File: config.mk
export PLATFORM = sky130hd
export DESIGN_NAME = pci_target_claim
export DESIGN_NICKNAME = d
export VERILOG_FILES = /design/src/rtl/pci_claim_pkg.sv /design/src/rtl/pci_claim_posdec.sv /design/src/rtl/pci_claim_subwin.sv /design/src/rtl/pci_claim_parity.sv /design/src/rtl/pci_target_claim.sv
export SDC_FILE = /design/constraint.sdc
export NUM_CORES = 1
export LEC_CHECK = 0
export BUFFER_PORTS_ARGS = -buffer_cell sky130_fd_sc_hd__buf_2
export CELL_PAD_IN_SITES_DETAIL_PLACEMENT = 0
export CELL_PAD_IN_SITES_GLOBAL_PLACEMENT = 1
export CORE_MARGIN = 4
export CORE_UTILIZATION = 39
export CTS_BUF_LIST = sky130_fd_sc_hd__clkbuf_16
export DETAILED_ROUTE_END_ITERATION = 8
export HOLD_SLACK_MARGIN = 0.08
export PLACE_DENSITY_LB_ADDON = 0.1
export SYNTH_ARGS = -nofsm -noshare
export SYNTH_HDL_FRONTEND = slang
export SYNTH_SLANG_ARGS = --single-unit
File: constraint.sdc
create_clock -name clk -period 3.2 [get_ports clk]
set_input_delay 0.64 -clock clk [delete_from_list [all_inputs] [get_ports clk]]
set_output_delay 0.64 -clock clk [all_outputs]
set_load 0.02 [all_outputs]
File: src/rtl/pci_claim_pkg.sv
package pci_claim_pkg;

   typedef enum logic [1:0] {
      ST_IDLE,
      ST_WAIT,
      ST_CLAIM,
      ST_PASS
   } claim_st_e;

   function automatic logic cmd_is_io(input logic [3:0] c);
      return c[3:1] == 3'b001;
   endfunction

   function automatic logic cmd_is_mem(input logic [3:0] c);
      return (c == 4'b0110) || (c == 4'b0111) || (c == 4'b1100) ||
             (c == 4'b1110) || (c == 4'b1111);
   endfunction

   function automatic logic cmd_is_read(input logic [3:0] c);
      return !c[0];
   endfunction

endpackage

File: src/rtl/pci_claim_posdec.sv
module pci_claim_posdec
   import pci_claim_pkg::*;
#(
   parameter int AW       = 32,
   parameter logic [AW-1:0] ROM_BASE = 32'hFFF0_0000,
   parameter int ROM_LOG2 = 20,
   parameter int NUM_IO   = 2,
   parameter logic [(NUM_IO > 0 ? NUM_IO : 1)*AW-1:0] IO_BASES = {32'h0000_0220, 32'h0000_0300},
   parameter int IO_LOG2  = 4
) (
   input  logic [AW-1:0] addr,
   input  logic [3:0]    cmd,
   input  logic          rom_test,
   output logic          hit
);
   localparam int ROM_TAG = AW - ROM_LOG2;
   localparam int IO_TAG  = AW - IO_LOG2;
   localparam int IO_N    = (NUM_IO > 0) ? NUM_IO : 1;

   if (ROM_LOG2 < 1 || ROM_LOG2 >= AW) begin : g_bad_rom
      $error("pci_claim_posdec: ROM_LOG2 out of range");
   end
   if (IO_LOG2 < 1 || IO_LOG2 >= AW) begin : g_bad_io
      $error("pci_claim_posdec: IO_LOG2 out of range");
   end

   logic          rom_hit;
   logic          io_any;
   logic [IO_N-1:0] io_hit;
   logic          unused_addr;

   assign unused_addr = ^addr;
   assign rom_hit = addr[AW-1 -: ROM_TAG] == ROM_BASE[AW-1 -: ROM_TAG];

   if (NUM_IO == 0) begin : g_no_io
      assign io_hit = '0;
      assign io_any = 1'b0;
   end else begin : g_io
      for (genvar i = 0; i < NUM_IO; i++) begin : g_win
         assign io_hit[i] = addr[AW-1 -: IO_TAG] == IO_BASES[i*AW + IO_LOG2 +: IO_TAG];
      end
      assign io_any = |io_hit;
   end

   assign hit = (cmd_is_io(cmd) && io_any) ||
                (rom_test && cmd_is_mem(cmd) && rom_hit);

endmodule

File: src/rtl/pci_claim_subwin.sv
module pci_claim_subwin #(
   parameter int SUB_DEFAULT = 4,
   parameter int SUB_MIN     = 2,
   parameter int CFG_W       = 2
) (
   input  logic             clk,
   input  logic             rst_n,
   input  logic             start,
   input  logic             active,
   input  logic [CFG_W-1:0] cfg,
   input  logic             ext_devsel_n,
   output logic             decide,
   output logic             others
);
   localparam int CNT_W = $clog2(SUB_DEFAULT + 1);

   if (SUB_MIN < 2) begin : g_bad_min
      $error("pci_claim_subwin: SUB_MIN must be at least 2");
   end
   if (SUB_DEFAULT < SUB_MIN) begin : g_bad_def
      $error("pci_claim_subwin: SUB_DEFAULT below SUB_MIN");
   end

   function automatic logic [CNT_W-1:0] last_cycle(input logic [CFG_W-1:0] c);
      int s;
      s = SUB_DEFAULT - int'(c);
      if (s < SUB_MIN) s = SUB_MIN;
      return CNT_W'(s - 1);
   endfunction

   logic [CNT_W-1:0] cnt_q;
   logic [CNT_W-1:0] last_q;
   logic             seen_q;

   always_ff @(posedge clk or negedge rst_n) begin
      if (!rst_n) begin
         cnt_q  <= '0;
         last_q <= '0;
         seen_q <= 1'b0;
      end else if (start) begin
         cnt_q  <= CNT_W'(1);
         last_q <= last_cycle(cfg);
         seen_q <= 1'b0;
      end else if (active) begin
         if (cnt_q != '1) cnt_q <= cnt_q + CNT_W'(1);
         if (!ext_devsel_n) seen_q <= 1'b1;
      end
   end

   assign decide = active && (cnt_q == last_q);
   assign others = seen_q || !ext_devsel_n;

   // the decision never falls outside the allowed sample range
   assert_sample_range_R5: assert property (@(posedge clk) disable iff (!rst_n)
      decide |-> (cnt_q >= CNT_W'(SUB_MIN - 1)) && (cnt_q <= CNT_W'(SUB_DEFAULT - 1)));

endmodule

File: src/rtl/pci_claim_parity.sv
module pci_claim_parity #(
   parameter int AW  = 32,
   parameter int BEW = 4
) (
   input  logic           clk,
   input  logic           rst_n,
   input  logic [AW-1:0]  ad,
   input  logic [BEW-1:0] cbe_n,
   input  logic           en_next,
   output logic           par,
   output logic           par_en
);
   if (AW < 1 || BEW < 1) begin : g_bad_w
      $error("pci_claim_parity: widths must be positive");
   end

   always_ff @(posedge clk or negedge rst_n) begin
      if (!rst_n) begin
         par    <= 1'b0;
         par_en <= 1'b0;
      end else begin
         par    <= ^{ad, cbe_n};
         par_en <= en_next;
      end
   end

endmodule

File: src/rtl/pci_target_claim.sv
module pci_target_claim
   import pci_claim_pkg::*;
#(
   parameter int AW          = 32,
   parameter logic [AW-1:0] ROM_BASE = 32'hFFF0_0000,
   parameter int ROM_LOG2    = 20,
   parameter int NUM_IO      = 2,
   parameter logic [(NUM_IO > 0 ? NUM_IO : 1)*AW-1:0] IO_BASES = {32'h0000_0220, 32'h0000_0300},
   parameter int IO_LOG2     = 4,
   parameter int SUB_DEFAULT = 4,
   parameter int SUB_MIN     = 2,
   parameter int CFG_W       = 2
) (
   input  logic             clk,
   input  logic             rst_n,
   input  logic             frame_n,
   input  logic             irdy_n,
   input  logic             trdy_n,
   input  logic [AW-1:0]    ad,
   input  logic [3:0]       cbe_n,
   input  logic             devsel_in_n,
   input  logic             sub_block,
   input  logic             rom_test_n,
   input  logic             boot_done,
   input  logic [CFG_W-1:0] sub_sel,
   output logic             devsel_out_n,
   output logic             par_out,
   output logic             par_en
);
   claim_st_e state_q;
   logic      devsel_q;
   logic      read_q;
   logic      pos_hit;
   logic      decide;
   logic      others;
   logic      addr_edge;
   logic      cmd_ok;
   logic      last_done;
   logic      bus_idle;
   logic      par_next;

   assign addr_edge = (state_q == ST_IDLE) && !frame_n;
   assign cmd_ok    = cmd_is_io(cbe_n) || cmd_is_mem(cbe_n);
   assign last_done = frame_n && !irdy_n && !trdy_n;
   assign bus_idle  = frame_n && irdy_n;

   pci_claim_posdec #(
      .AW(AW), .ROM_BASE(ROM_BASE), .ROM_LOG2(ROM_LOG2),
      .NUM_IO(NUM_IO), .IO_BASES(IO_BASES), .IO_LOG2(IO_LOG2)
   ) u_posdec (
      .addr     (ad),
      .cmd      (cbe_n),
      .rom_test (!rom_test_n && !boot_done),
      .hit      (pos_hit)
   );

   pci_claim_subwin #(
      .SUB_DEFAULT(SUB_DEFAULT), .SUB_MIN(SUB_MIN), .CFG_W(CFG_W)
   ) u_subwin (
      .clk          (clk),
      .rst_n        (rst_n),
      .start        (addr_edge),
      .active       (state_q == ST_WAIT),
      .cfg          (sub_sel),
      .ext_devsel_n (devsel_in_n),
      .decide       (decide),
      .others       (others)
   );

   always_ff @(posedge clk or negedge rst_n) begin
      if (!rst_n) begin
         state_q  <= ST_IDLE;
         devsel_q <= 1'b1;
         read_q   <= 1'b0;
      end else begin
         unique case (state_q)
            ST_IDLE: if (addr_edge) begin
               read_q <= cmd_is_read(cbe_n);
               if (pos_hit) begin
                  state_q  <= ST_CLAIM;
                  devsel_q <= 1'b0;
               end else if (cmd_ok) begin
                  state_q <= ST_WAIT;
               end else begin
                  state_q <= ST_PASS;
               end
            end
            ST_WAIT: if (decide) begin
               if (!others && !sub_block) begin
                  state_q  <= ST_CLAIM;
                  devsel_q <= 1'b0;
               end else begin
                  state_q <= ST_PASS;
               end
            end else if (bus_idle) begin
               state_q <= ST_IDLE;
            end
            ST_CLAIM: if (last_done) begin
               state_q  <= ST_IDLE;
               devsel_q <= 1'b1;
            end
            ST_PASS: if (bus_idle) state_q <= ST_IDLE;
            default: state_q <= ST_IDLE;
         endcase
      end
   end

   assign devsel_out_n = devsel_q;
   assign par_next = (state_q == ST_CLAIM) && read_q && !irdy_n && !trdy_n;

   pci_claim_parity #(.AW(AW), .BEW(4)) u_parity (
      .clk     (clk),
      .rst_n   (rst_n),
      .ad      (ad),
      .cbe_n   (cbe_n),
      .en_next (par_next),
      .par     (par_out),
      .par_en  (par_en)
   );

   // a positive decode claims in the very next cycle
   assert_fast_claim_R2: assert property (@(posedge clk) disable iff (!rst_n)
      (addr_edge && pos_hit) |=> !devsel_out_n);

   // completion of the last data phase releases DEVSEL#
   assert_release_R3: assert property (@(posedge clk) disable iff (!rst_n)
      (!devsel_out_n && last_done) |=> devsel_out_n);

   // another target seen at the decision blocks the claim
   assert_defer_R6: assert property (@(posedge clk) disable iff (!rst_n)
      (decide && others) |=> devsel_out_n);

   // the inhibit input at the decision blocks the claim
   assert_inhibit_R7: assert property (@(posedge clk) disable iff (!rst_n)
      (decide && sub_block) |=> devsel_out_n);

   // commands outside I/O and memory are never claimed
   assert_cmd_filter_R10: assert property (@(posedge clk) disable iff (!rst_n)
      (addr_edge && !cmd_ok) |=> devsel_out_n);

   // parity drive only follows a cycle in which the bridge held DEVSEL#
   assert_par_claimed_R12: assert property (@(posedge clk) disable iff (!rst_n)
      par_en |-> $past(!devsel_out_n));

endmodule

==> flow_summary.toml <==
[logic_synthesis]
synth-compound-area-share_pct = 13.8
synth_top_family_by_area = "adder cells"
ys.warnings.count = 0
yosysSeqAreaShare_pct = 22.2
post_synth_num_cell_types = 33
avgSynthCellArea_um2 = 8.75
synth_xor_area_share_pct = 14.5
yosys-top-cells-area = "ha_1, dfrtp_1, xnor2_1"
netlist_area_um2 = 1360
synth_area_leader_cell = "ha_1"
yosys.area_share.simple_pct = 12.1
yosys.area.top_type_share_pct = 26.8
syn_inst = 155
ys_seq_elements = 12
synthMuxAreaShare_pct = 0.738
syn_nets = 231
synth_fa_ha_area_share_pct = 26.8

[setup_path]
critPathBufInv = 2
end_kind = "flop"
crit_path_start_kind = "input port"
arrival_ns = 1.96
cp_max_fo = 2
max_stage_delay_ns = 0.43
crit_required_ns = 3.32
crit_chain = "buf_2, inv_1, ha_1, xnor2_1, xnor2_1, xnor3_1, xnor2_1"
worst-setup-path-type = "in2reg"
crit_slowest_cell = "xnor3_1"
crit_top_cell = "xnor2_1"
critPathTopFamily = "XOR/XNOR gates"

[clock_tree]
clk_path_buf_depth = 2
cts_tree = "yes"
clk_pin_slew_ns = 0.04
cts_sinks = 12
h-tree-depth = 1
post_cts_buffers = 0
clk_latency_ns = 0.24
numCtsBuffers = 3
cts_resized = 0
cts.hold.buffers_added = 0
cts-root-buf = "clkbuf_16"

[place]
place_area_um2 = 1650
place_inst = 248
gp_congestion = 0.766
numPortBuffers = 49
hpwl_um = 2590

[grt]
grt_pass1_wl_um = 5030
globalRouteOverflowTotal = 0
grt_pass1_vias = 1287
antenna_found_initial = 0
grt_max_degree = 13
track_usage_pct = 14.7

[floorplanning]
initial_core_util_pct = 40.6
die_h_um = 67.0
rows = 21
core-area_um2 = 3340
dieArea_um2 = 4480
die_w_um = 67.0
io_pins = 50

[route]
vias = 1174
routed_via_density = 4.66
wl_um = 2900
drtIter0Drc = 76
drtAntennaViolNets = 0
dr.pass1.iters = 4
drc = 0
wl_per_cell_um = 11.5

[power]
ir_drop_uv = 223
power_density_nw_per_um2 = 579
p_leak_nw = 0.967

[finish]
nFillCells = 347
antenna_cells = 0
stdcell_area_um2 = 1730
drive_above_1_share_pct = 27.2
syn_to_final_growth_pct = 27.4
finalNonFillerCells = 252
fin_nets = 283

[timing]
hold_violations = 0
rsz0062_at_grt = "false"
tns_ns = 0
worst_pin_slew_ns = 0.521
clock_skew_ns = 0.00152
setup-violations-final = 0
holdWs_ns = 0.275
max_freq_mhz = 542
drv_slew = 0
fin_crit_sh_pct = 57.6
period_needed_ns = 1.84
slew_headroom_pct = 65.0

[hold_path]
hold_class = "in2async"

[flow_run]
cap_violations = 0

[outcome]
status = "completed"
## cells in the final DEF, fill, tap and decap left out, drive strengths merged, types with 2 or more instances in the layout
master / Yosys / layout
buf: 2 / 49
a22oi: 3 / 3
inv: 33 / 33
xor2: 2 / 2
xnor2: 17 / 17
a211oi: 3 / 3
a31oi: 4 / 4
o21ai: 6 / 6
dfrtp: 11 / 11
nor2: 9 / 9
nand4: 4 / 4
ha: 29 / 29
and3: 4 / 4
clkbuf: 0 / 3
nand2: 7 / 7
a21oi: 3 / 3
nor3: 2 / 2
## metal layers
metal | vias to the layer above | wire length [um] | global-route usage [%] | part of all wire, %
li1 | 617 | - | - | -
met1 | 527 | 1110 | 15.1 | 38
met2 | 28 | 1610 | 29.3 | 56
met3 | 2 | 140 | 1.85 | 4.8
met4 | 0 | 32 | 6.08 | 1.1
met5 | - | 0 | 0 | 0
## registers in the layout, indices dropped and copies added, names as in the netlist
name	flops
read_q	1
u_subwin.last_q	2
u_subwin.cnt_q	3
devsel_out_n	1
u_parity.par_en	1
u_subwin.seen_q	1
state_q	2
u_parity.par	1
## power breakdown
group	total [mW]	leakage [nW]	internal (mW)	switching [mW]
combinational	0.461	0.785	0.232	0.229
clock	0.227	0.0385	0.164	0.0625
sequential	0.313	0.144	0.229	0.0845
total	1.00	0.967	0.625	0.376
## Yosys cell counts (all sizes together)
| cell | count |
|---|---|
| a211oi | 3 |
| xnor2 | 17 |
| a2111oi | 1 |
| dfstp | 1 |
| nor3 | 2 |
| buf | 2 |
| a22oi | 3 |
| xor2 | 2 |
| nand2 | 7 |
| a31oi | 4 |
| xnor3 | 1 |
| nand4 | 4 |
| nand4bb | 1 |
| o31ai | 1 |
| o21ai | 6 |
| and3 | 4 |
| mux2i | 1 |
| ha | 29 |
| nor3b | 1 |
| nor2b | 1 |
| nor2 | 9 |
| nor4 | 1 |
| dfrtp | 11 |
| o21a | 1 |
| nand2b | 1 |
| o22ai | 1 |
| a21oi | 3 |
| o22a | 1 |
| inv | 33 |
| o32a | 1 |
| a21o | 1 |
| o211a | 1 |
## metrics by stage
step	power, mW	utilization (%)	setup slack (ns)
detailed placement	0.782	49.4	1.08
CTS	1.02	51.8	1.32
floorplan	0.655	-	1.29
global route	1.10	51.8	1.23
global placement	0.767	49.4	1.14
finish	1.00	51.8	1.36
## final timing paths
path | startpoint | endpoint | slack, ns | depth (start not counted)
max | ad[22] | u_parity.par | 1.36 | 7
min | rst_n | u_parity.par_en | 0.28 | 1
max reg2reg | u_subwin.cnt_q[0] | u_subwin.cnt_q[0] | 1.80 | 6
min reg2reg | read_q | read_q | 0.51 | 2
max in group asynchronous | rst_n | devsel_out_n | 2.65 | 1
min in group clk | read_q | read_q | 0.51 | 2
## worst register-to-register path, cell delays in order, from the launching register on
cell     delay [ns]
dfrtp_1        0.42
ha_1           0.22
ha_1           0.22
nor2_1         0.17
mux2i_1        0.10
nor2_1         0.10
a21oi_1        0.05
## final cells by class
cell class | instances | area (um2) | area share (%)
clock inverters | 1 | 3.75 | 0.217
inverters | 33 | 124 | 7.17
flip-flops and latches | 12 | 302 | 17.5
multi-input cells | 108 | 921 | 53.3
clock buffers | 3 | 75.1 | 4.34
repair buffers | 49 | 245 | 14.2
well taps | 46 | 57.6 | 3.33
## kinds of logic after synthesis
family | after synthesis
DFF | 12
AOI/OAI and AO/OA | 27
and+or+nand+nor | 31
buffers and inverters | 35
muxes | 1
adders and majority gates | 29
xor gates and xnor gates | 20
No activity file was read; power rests on OpenSTA's default activity.
